`src/rtl/out_ep_fifo.sv`:
```
module out_ep_fifo #(
  parameter int BUF_BYTES  = 64,
  parameter bit DOUBLE_BUF = 1'b1,
  parameter int CNT_W      = 11
) (
  input  logic             clk,
  input  logic             rst_n,
  input  logic             rx_valid,
  input  logic [7:0]       rx_data,
  input  logic             rx_last,
  output logic             rx_free,
  input  logic             rd_en,
  output logic [7:0]       rd_data,
  input  logic             clr_ready,
  input  logic             autoclr_en,
  input  logic [CNT_W-1:0] max_size,
  output logic             pkt_ready,
  output logic [CNT_W-1:0] pkt_count,
  output logic             fifo_full,
  output logic             out_event
);
  localparam int AW = $clog2(BUF_BYTES);
  localparam logic [CNT_W-1:0] CAP = CNT_W'(BUF_BYTES);

  logic [7:0]       mem [2*BUF_BYTES];
  logic [CNT_W-1:0] cnt [2];
  logic [1:0]       occ, occ_nx;
  logic             wbuf, rbuf, rbuf_nx;
  logic [CNT_W-1:0] wcnt, rptr;
  logic             wr, done, rd, rel;

  assign rx_free   = !occ[wbuf];
  assign wr        = rx_valid && rx_free;
  assign done      = wr && rx_last;
  assign pkt_ready = occ[rbuf];
  assign fifo_full = &occ;
  assign pkt_count = pkt_ready ? cnt[rbuf] : '0;
  assign rd_data   = mem[{rbuf, rptr[AW-1:0]}];
  assign rd        = pkt_ready && rd_en;
  assign rel       = pkt_ready && (clr_ready ||
                     (autoclr_en && rd && (rptr + 1'b1 == max_size)));

  always_comb begin
    occ_nx  = occ;
    rbuf_nx = rbuf;
    if (rel) begin
      occ_nx[rbuf] = 1'b0;
      rbuf_nx      = rbuf ^ DOUBLE_BUF;
    end
    if (done) occ_nx[wbuf] = 1'b1;
  end

  always_ff @(posedge clk) begin
    if (wr && wcnt < CAP) mem[{wbuf, wcnt[AW-1:0]}] <= rx_data;
  end

  always_ff @(posedge clk or negedge rst_n) begin
    if (!rst_n) begin
      occ       <= '0;
      rbuf      <= 1'b0;
      wbuf      <= 1'b0;
      wcnt      <= '0;
      rptr      <= '0;
      out_event <= 1'b0;
      for (int i = 0; i < 2; i++) cnt[i] <= '0;
    end else begin
      occ       <= occ_nx;
      rbuf      <= rbuf_nx;
      out_event <= occ_nx[rbuf_nx] && (!pkt_ready || rel);
      if (wr) wcnt <= rx_last ? '0 : wcnt + 1'b1;
      if (done) begin
        cnt[wbuf] <= wcnt + 1'b1;
        wbuf      <= wbuf ^ DOUBLE_BUF;
      end
      if (rel)     rptr <= '0;
      else if (rd) rptr <= rptr + 1'b1;
    end
  end

  p_full_blocks_r6: assert property (@(posedge clk) disable iff (!rst_n)
    fifo_full |-> !rx_free);
  p_event_has_pkt_r2: assert property (@(posedge clk) disable iff (!rst_n)
    out_event |-> pkt_ready);
  p_rise_event_r2: assert property (@(posedge clk) disable iff (!rst_n)
    $rose(pkt_ready) |-> out_event);
  p_reassert_r5: assert property (@(posedge clk) disable iff (!rst_n)
    pkt_ready && clr_ready && fifo_full |=> pkt_ready && out_event);
  p_count_hold_r4: assert property (@(posedge clk) disable iff (!rst_n)
    pkt_ready && !clr_ready && !autoclr_en |=> $stable(pkt_count));
  p_no_double_r6: assert property (@(posedge clk) disable iff (!rst_n)
    !DOUBLE_BUF |-> !fifo_full);
endmodule

```
`config.mk`:
```
export PLATFORM = sky130hd
export DESIGN_NAME = out_ep_fifo
export DESIGN_NICKNAME = d
export VERILOG_FILES = /design/src/rtl/out_ep_fifo.sv
export SDC_FILE = /design/constraint.sdc
export NUM_CORES = 1
export LEC_CHECK = 0
export BUFFER_PORTS_ARGS = -buffer_cell sky130_fd_sc_hd__buf_2
export CAP_MARGIN = 20
export CORE_MARGIN = 5
export CORE_UTILIZATION = 65
export CTS_BUF_LIST = sky130_fd_sc_hd__clkbuf_4 sky130_fd_sc_hd__clkbuf_8 sky130_fd_sc_hd__clkbuf_16
export CTS_CLUSTER_DIAMETER = 120
export DETAILED_ROUTE_END_ITERATION = 8
export HOLD_SLACK_MARGIN = 0.03
export PLACE_DENSITY = 0.85
export SYNTH_ARGS = -nofsm -noshare
export SYNTH_HDL_FRONTEND = slang
export SYNTH_SLANG_ARGS = --single-unit
```
`constraint.sdc`:
```
create_clock -name clk -period 7.25 [get_ports clk]
set_input_delay 0.3625 -clock clk [delete_from_list [all_inputs] [get_ports clk]]
set_output_delay 0.3625 -clock clk [all_outputs]
set_load 0.05 [all_outputs]
```
Word level (Yosys, flattened, before mapping)
Memory sizes are Yosys's and may differ from the RTL's.
Cells that the tools add are included.
Operators by class
  add/subtract/negate cells: 2
  order comparisons: 9
  eq/ne operators: 1
  multiplexer cells: 25
  bitwise operators: 7
  reduce and logical (&&, ||, !) cells: 17
Operator list (number)
  $mux 11: 8
  $add 11x1->11 const B: 2
  $bwmux 22: 1
  $demux 11 s1: 1
  $eq 11x11->1: 1
  $logic_and 1x1->1: 11
  $lt 11x7->1 const B: 1
  $mux 1: 11
  $lt 1x2->1 const B: 3
  $ge 2x2->1 const B: 2
  $mux 2: 2
  $not 1->2: 2
  $and 2x2->2: 1
  $demux 1 s1: 2
  $ge 1x1->1 const B: 2
  $logic_not 1->1: 2
  $logic_or 1x1->1: 2
  $lt 2x1->1 const B: 1
  $not 1->1: 2
  $not 2->2: 1
  $or 2x2->2: 1
  $reduce_and 2->1: 1
  $reduce_bool 2->1: 1
Storage, ports and cells
  register bits after elaboration: 49
  bits in writable memories: 1024
  bits of input ports: 26
  logic and storage cells: 70
  memories kept: 1
Memory list
  mem: words 128, width 8, rd ports 1, clocked after memory_dff 0, wr ports 1, line 25  | logic [7:0] mem [2*BUF_BYTES];

Depth between registers and ports, before layout
Gate-level depths: netlist of run 1.
  word-level depth: 13
  mapped depth: 12

Least setup slack after synthesis of run 1
No wires, ideal clock.
  path type: reg2reg
  start point: reg wbuf
  end point: mem mem[64][0] (enable)
  setup time: 0.395 ns
  arrival: 3.208 ns
  data required time: 6.855 ns
  slack: 3.647 ns
  stages on the path, launching flop included: 7
  buffers on the path: 1
  period minus slack after synthesis: 3.603 ns
  path through: dfrtp_1 > clkbuf_1 > mux2i_1 > nand2_1 > nor3_2 > nand3_1 > nor4_1
Between the ends
  longest elaborated chain between the ends: 7
RTL lines
  start: declaration: line 28  | logic wbuf, rbuf, rbuf_nx;
  start signal: assignment: line 73  | wbuf <= wbuf ^ DOUBLE_BUF;
  $mux 1 (implied by the code) (2 in series): line 32  | assign rx_free = !occ[wbuf];
  $logic_not 1->1: line 32
  net rx_free: line 11  | output logic rx_free,
  $logic_and 1x1->1: line 33  | assign wr = rx_valid && rx_free;
  $logic_and 1x1->1: line 54  | if (wr && wcnt < CAP) mem[{wbuf, wcnt[AW-1:0]}] <= rx_data;
  $mux 1: line 54
  $mux 1 (implied by the code): line 54
  end: declaration: line 25
The timed path passes the listed nets, and every way through them passes these cells. The select of a mux whose other input is x is not followed.

Worst setup path after layout of run 1
  start point: reg rptr[0]
  end point: out rd_data[2]
Between the ends
  longest elaborated chain between the ends: 1
RTL lines
  start: declaration: line 29  | logic [CNT_W-1:0] wcnt, rptr;
  start signal: assignment: line 76  | else if (rd) rptr <= rptr + 1'b1;
  $mem_v2 128x8
  end: declaration: line 13  | output logic [7:0] rd_data,
Every way passes these cells.

==> impl_metrics.ini, run 1 <==
[critical_path]
arrival_ns = 5.04
path_max_fanout = 44
crit_chain = buf_4 -> mux4_2 -> mux4_2 -> mux2_2 -> o21ai_0 -> o311ai_1 -> buf_2
max_stage_delay_ns = 1.02
crit_buf_inv = 2
critPathCaptureType = output port
path_class = reg2out
critical-path-slowest-cell = dfrtp_4
crit_required_ns = 6.89
crit_top_cell = mux4_2
path_delay_family = multiplexers
start_kind = flip-flop

[sta]
worstMarginPinSlew_ns = 1.15
holdWs_ns = 0.0880
max_slew_margin_pct = 23.2
rsz0062_at_grt = false
setup_viol = 0
period_share_pct = 74.5
layout_min_cycle_time_ns = 5.40
finalHoldViolCount = 0
tns_ns = 0
fmax_mhz = 185
drv_slew = 0
fin_skew_ns = 0.0313

[power]
internal_power_uw = 11900
p_sw_share_pct = 30.4
power_uw = 17100
p_comb_share_pct = 25.5
p_leak_uw = 0.0147
peakVddDrop_v = 0.000315
p_seq_share_pct = 42.0
clkPwrFrac_pct = 32.6
p_sw_uw = 5200
power_density_nw_per_um2 = 362

[global_routing]
grt_overflow_total = 0
grt_pass1_vias = 22600
grt_start_max_net_pins = 106
track_usage_pct = 30.6
grt_pass1_wl_microns = 157000
antenna_found_initial = 1

[clock_tree]
cts.clk_slew.worst_paths_ns = 0.07
clk_latency_ns = 0.68
cts_resized = 0
clock-root-buffer = clkbuf_16
clock_path_buffers = 3
cts_made_buffers = 102
clock-sinks = 1073
cts_tree = done
h-tree-depth = 3

[route]
drc_errors = 0
drtIter0Drc = 3834
dr.pass1.iters = 6
drt-total-wl_microns = 107000
ant_nets = 0
vias = 22400
wl_per_cell_microns = 34.5
drt-vias-per-instance = 7.22

[min_path]
hold_class = in2reg

[synth]
ys_seq_area_share_pct = 75.1
yosys_warnings = 0
synthArstFlopShare_pct = 4.57
syn_area_sq_um = 42600
synth_nets = 2123
avgSynthCellArea_sq_um = 20.3
synthesis.instances = 2095
ys_ff_latch = 1073
ys_types = 54
synth-edff-count = 1024
synth_ff_type = edfxtp_1

[floorplan]
initial_utilization_pct = 65.8
die_h_microns = 266
core_area_sq_um = 64700
row_count = 93
die_x_microns = 266
io_pins = 49
die_area_sq_um = 70800

[placed_design]
io_buffer_count = 48
hpwl_microns = 59400
gp_congestion = 0.898

[cells_and_area]
fillers = 3430
area_delta_synth_final_pct = 11.0
drive_above_1_share_pct = 25.7
final_nets = 2200

[status]
run_status = finished clean

[job]
maxCapViolCount = 0
[cell usage after synthesis (3+ instances only)]
master / count / area, sq um
a31oi_1: 11 / 68.8
clkbuf_1: 51 / 191
nand2_1: 73 / 274
edfxtp_1: 1024 / 30700
buf_1: 5 / 18.8
dfrtp_1: 49 / 1230
mux2_2: 25 / 282
nand3b_1: 3 / 22.5
a211oi_1: 7 / 52.6
xor2_1: 7 / 61.3
nand4_1: 6 / 37.5
buf_6: 5 / 56.3
nor2b_1: 15 / 93.8
a22oi_1: 6 / 45.0
or3_1: 6 / 37.5
a21oi_1: 26 / 130
and2_1: 5 / 31.3
mux4_2: 287 / 6460
a22o_1: 3 / 26.3
nor4_1: 8 / 50.1
nand3_1: 30 / 150
mux2i_1: 50 / 500
and3_1: 8 / 50.1
o311ai_1: 4 / 35.0
or4_1: 4 / 30.0
nand2b_1: 11 / 68.8
nor3_1: 15 / 75.1
inv_1: 8 / 30.0
o21ai_0: 50 / 250
buf_4: 17 / 128
xnor2_1: 17 / 149
nor2_1: 172 / 646
o31ai_1: 7 / 52.6
buf_2: 42 / 210
a41oi_1: 3 / 26.3
o22ai_1: 10 / 62.6
[through the flow]
stage          setup WS, ns  std cells  cell area [sq um]  util (%)
2_1_floorplan          3.65       2095              42600         -
3_3_place_gp           2.76       2918              43700      67.5
3_5_place_dp           2.71       2918              43700      67.5
4_1_cts                1.91       3107              47200      73.0
5_1_grt                1.60       3109              47300      73.1
6_report               1.85       3110              47300      73.1
[cell families after synthesis]
family                   Yosys count  synth area share, %
XOR/XNOR                          24                0.493
multiplexers                     362                 17.0
AO/OA/AOI/OAI                    144                 2.11
adder cells (fa/ha/maj)            2               0.0587
flip-flops                      1073                 75.1
AND/OR/NAND/NOR                  361                 3.77
buffers and inverters            129                 1.50
[worst register-to-register path: stages (launching register included)]
cell and delay (ns):
dfrtp_4 1.02, buf_4 0.62, ha_1 0.38, nand3_1 0.20, o311ai_0 0.43, nor3_1 0.09, and3_1 0.17, a41oi_2 0.66
nand2_2 0.25, o311ai_1 0.36
[cell type report]
| type | instances | area, sq um | share of cell area, % |
|---|---|---|---|
| diodes | 1 | 2.50 | 0.00529 |
| clock buffers | 118 | 2730 | 5.76 |
| clock inverters | 68 | 788 | 1.67 |
| inverters | 9 | 33.8 | 0.0715 |
| multi-input cells | 893 | 9990 | 21.1 |
| flip-flops and latches | 1073 | 32000 | 67.7 |
| well taps | 855 | 1070 | 2.26 |
| repair buffers | 93 | 676 | 1.43 |
[worst paths after layout]
kind | start | to | cells after the start | slack (ns)
max | rptr[0] | rd_data[2] | 7 | 1.85
min | rx_last | out_event | 3 | 0.09
max reg2reg | rptr[0] | rptr[5] | 9 | 2.97
min reg2reg | cnt[8] | cnt[8] | 2 | 0.48
max in group asynchronous | rst_n | cnt[4] | 3 | 6.52
min in group asynchronous | rst_n | wbuf | 2 | 0.19
[state kept, by name (all words and copies together) (netlist names)]
register and count:
out_event 1, wbuf 1, occ 2, rbuf 1, cnt 22, wcnt 11
rptr 11, mem 1024
[metal layers]
metal  part of all wire [%]  track usage, %
met1                     34            43.2
met2                     50            49.3
met3                     12            6.96
met4                    3.9            9.66
met5                      0               0
[power groups by stage]
stage          Combinational (uW)  Sequential [uW]  Clock, uW
3_5_place_dp                 4160             7290          0
4_1_cts                      4290             7160       5580
5_1_grt                      4490             7190       5880
3_3_place_gp                 4070             7270          0
6_report                     4350             7170       5570
2_1_floorplan                3040             7100          0
[cells in the final DEF (no fill, tap or decap), types with 40 or more instances in the layout]
cell type and instances:
buf_2 40, buf_4 45, clkbuf_16 105, dfrtp_1 44
edfxtp_1 1024, mux2i_1 49, mux4_2 287, nand2_1 73
nor2_1 172, o21ai_0 50
[what timing repair did]
action / CTS / global route
hold endpoints to repair: 51 / 0
hold buffers: 3 / 0
setup buffers: 0 / 0
Note: power is estimated with default switching activity, not from simulation.
==> inputs of run 2 (changes only) <==
Settings changed: CORE_UTILIZATION 65 to 63, PLACE_DENSITY 0.85 to 0.83.
Clock period 7.25 ns to 5.5 ns, I/O delays scaled along.
==> run 2 against run 1 <==
Final area about the same. Sequential share of layout area about the same. Wire length down 1.1%. Via count down 0.50%. Worst setup slack worse by 1.3 ns. Critical path depth unchanged. Utilization down 2.6 points. Non-clock buffer count up 8. Highest routed layer is now met5.
==> impl_metrics.ini, run 2 (synthesis results as in run 1) <==
[power]
p_leak_uw = 0.0147
peakVddDrop_v = 0.000558
power_density_nw_per_um2 = 473
power_uw = 22400

[clock_tree]
h-tree-depth = 3
clock-root-buffer = clkbuf_16
postCtsSetupBuffers = 0
clock_path_buffers = 3
cts_tree = done
clk_latency_ns = 0.66
cts.clk_slew.worst_paths_ns = 0.06
cts_made_buffers = 102
clock-sinks = 1073

[min_path]
holdPathEnd = mem[109][5]
worst_hold_startpoint = rx_data[5]
hold_class = in2reg
min_path_cells = 1

[placed_design]
dp_slack_ns = 1.41
hpwl_microns = 60000
gp_congestion = 0.906
io_buffer_count = 48
place_inst = 2942

[sta]
layout_min_cycle_time_ns = 4.94
fin_skew_ns = 0.0183
setup_viol = 0
period_share_pct = 89.8
drv_slew = 0
worstMarginPinSlew_ns = 1.16
tns_ns = 0
fmax_mhz = 202
worst_slack_ns = 0.560
max_slew_margin_pct = 22.4
holdWs_ns = 0.152
finalHoldViolCount = 0
rsz0062_at_grt = false

[critical_path]
start_kind = flip-flop
critical-path-slowest-cell = dfrtp_4
path_class = reg2out
r2r_slack_ns = 1.48
path_max_fanout = 31
crit_chain = buf_4 -> mux4_2 -> mux4_2 -> mux2_2 -> o21ai_0 -> o311ai_1 -> buf_2
timing.rr.end = mem[109][3]
reg2reg_from = wbuf
critPathCaptureType = output port
max_stage_delay_ns = 0.88
crit_required_ns = 5.22
crit_top_cell = mux4_2
arrival_ns = 4.66
ff2ff_path_depth = 5

[floorplan]
io_pins = 49
die_area_sq_um = 72900
core_area_sq_um = 67200
row_count = 95
die_h_microns = 270
initial_utilization_pct = 63.4
die_x_microns = 270

[cells_and_area]
final_cell_mix = edfxtp_1, mux4_2, nor2_1
final_nets = 2208
fillers = 3679
largest_register_ffs = 1024
mostFrequentLayoutCell = edfxtp_1
drive_above_1_share_pct = 25.9
area_delta_synth_final_pct = 11.1
multi_input_area_sq_um = 9990
layoutNonFillerInstCount = 3137
seq_area_sq_um = 32000

[global_routing]
antenna_found_initial = 6
grt_pass1_wl_microns = 157000
grt_overflow_total = 0
grt_start_max_net_pins = 84
track_usage_pct = 29.4
grt_pass1_vias = 22700

[status]
run_status = finished clean

[route]
drc_errors = 0
drt-total-wl_microns = 106000
drtIter0Drc = 3669
dr.pass1.iters = 6
ant_nets = 0
drt-vias-per-instance = 7.12
wl_per_cell_microns = 33.8
vias = 22300

[job]
maxCapViolCount = 0
[run 2: changes by cell type in the layout (fill, tap and decap cells not counted), moves of 2 or more]
cell and delta:
clkinv_4 -2, inv_6 +4, buf_12 +7, clkbuf_4 +3
bufinv_16 -3, clkbuf_8 +3, clkinv_2 +4, clkbuf_16 -3
clkinvlp_4 -3, dlygate4sd3_1 +3
[run 2: worst max-delay path: cells and delay by family (launching register included)]
kind | cells | cell delay (ns)
compound gates | 2 | 1.06
mux | 3 | 1.32
buf+inv | 2 | 0.70
flops | 1 | 0.88
[run 2: area by class of cell]
class,count,share of cell area [%]
sequential,1073,67.6
multi-input combinational,893,21.1
clock buffer,121,5.74
tap,873,2.31
timing repair buffer,101,1.71
clock inverter,65,1.41
inverter,9,0.0714
antenna,2,0.0106
[run 2: worst max path at each step]
stage	startpoint	endpoint	slack (ns)	depth (start not counted)
final	rptr[0]	rd_data[2]	0.56	7
after global routing	rptr[0]	rd_data[2]	0.32	7
after CTS	rptr[0]	rd_data[2]	0.57	7
after detailed placement	rptr[0]	rd_data[2]	1.41	7
after global placement	rptr[0]	rd_data[2]	1.44	7
after floorplan	wbuf	mem[64][0]	1.90	6
[run 2: stage by stage]
stage / instance area, sq um / utilization [%]
after CTS: 47300 / 70.4
final: 47300 / 70.4
after detailed placement: 43800 / 65.3
after global placement: 43800 / 65.3
after floorplan: 42600 / -
after global routing: 47300 / 70.4
[run 2: routing by layer]
metal / global-route usage [%] / up-vias / share of wire (%)
met2: 47.6 / 1777 / 49
li1: - / 8780 / -
met1: 40.5 / 11400 / 35
met3: 7.34 / 328 / 12
met5: 0 / - / 0.045
met4: 9.04 / 8 / 3.8
[run 2: where the power goes]
group	switching, uW	internal [uW]	total, uW	leakage (uW)
Combinational	3400	2360	5760	0.00319
Clock	3030	4100	7120	0.00169
Sequential	380	9120	9500	0.00983
Total	6810	15600	22400	0.0147
[run 2: repair_timing]
item	4_1_cts	5_1_grt
gates resized for setup	0	0
endpoints found under the hold margin	56	8
hold buffers	5	1
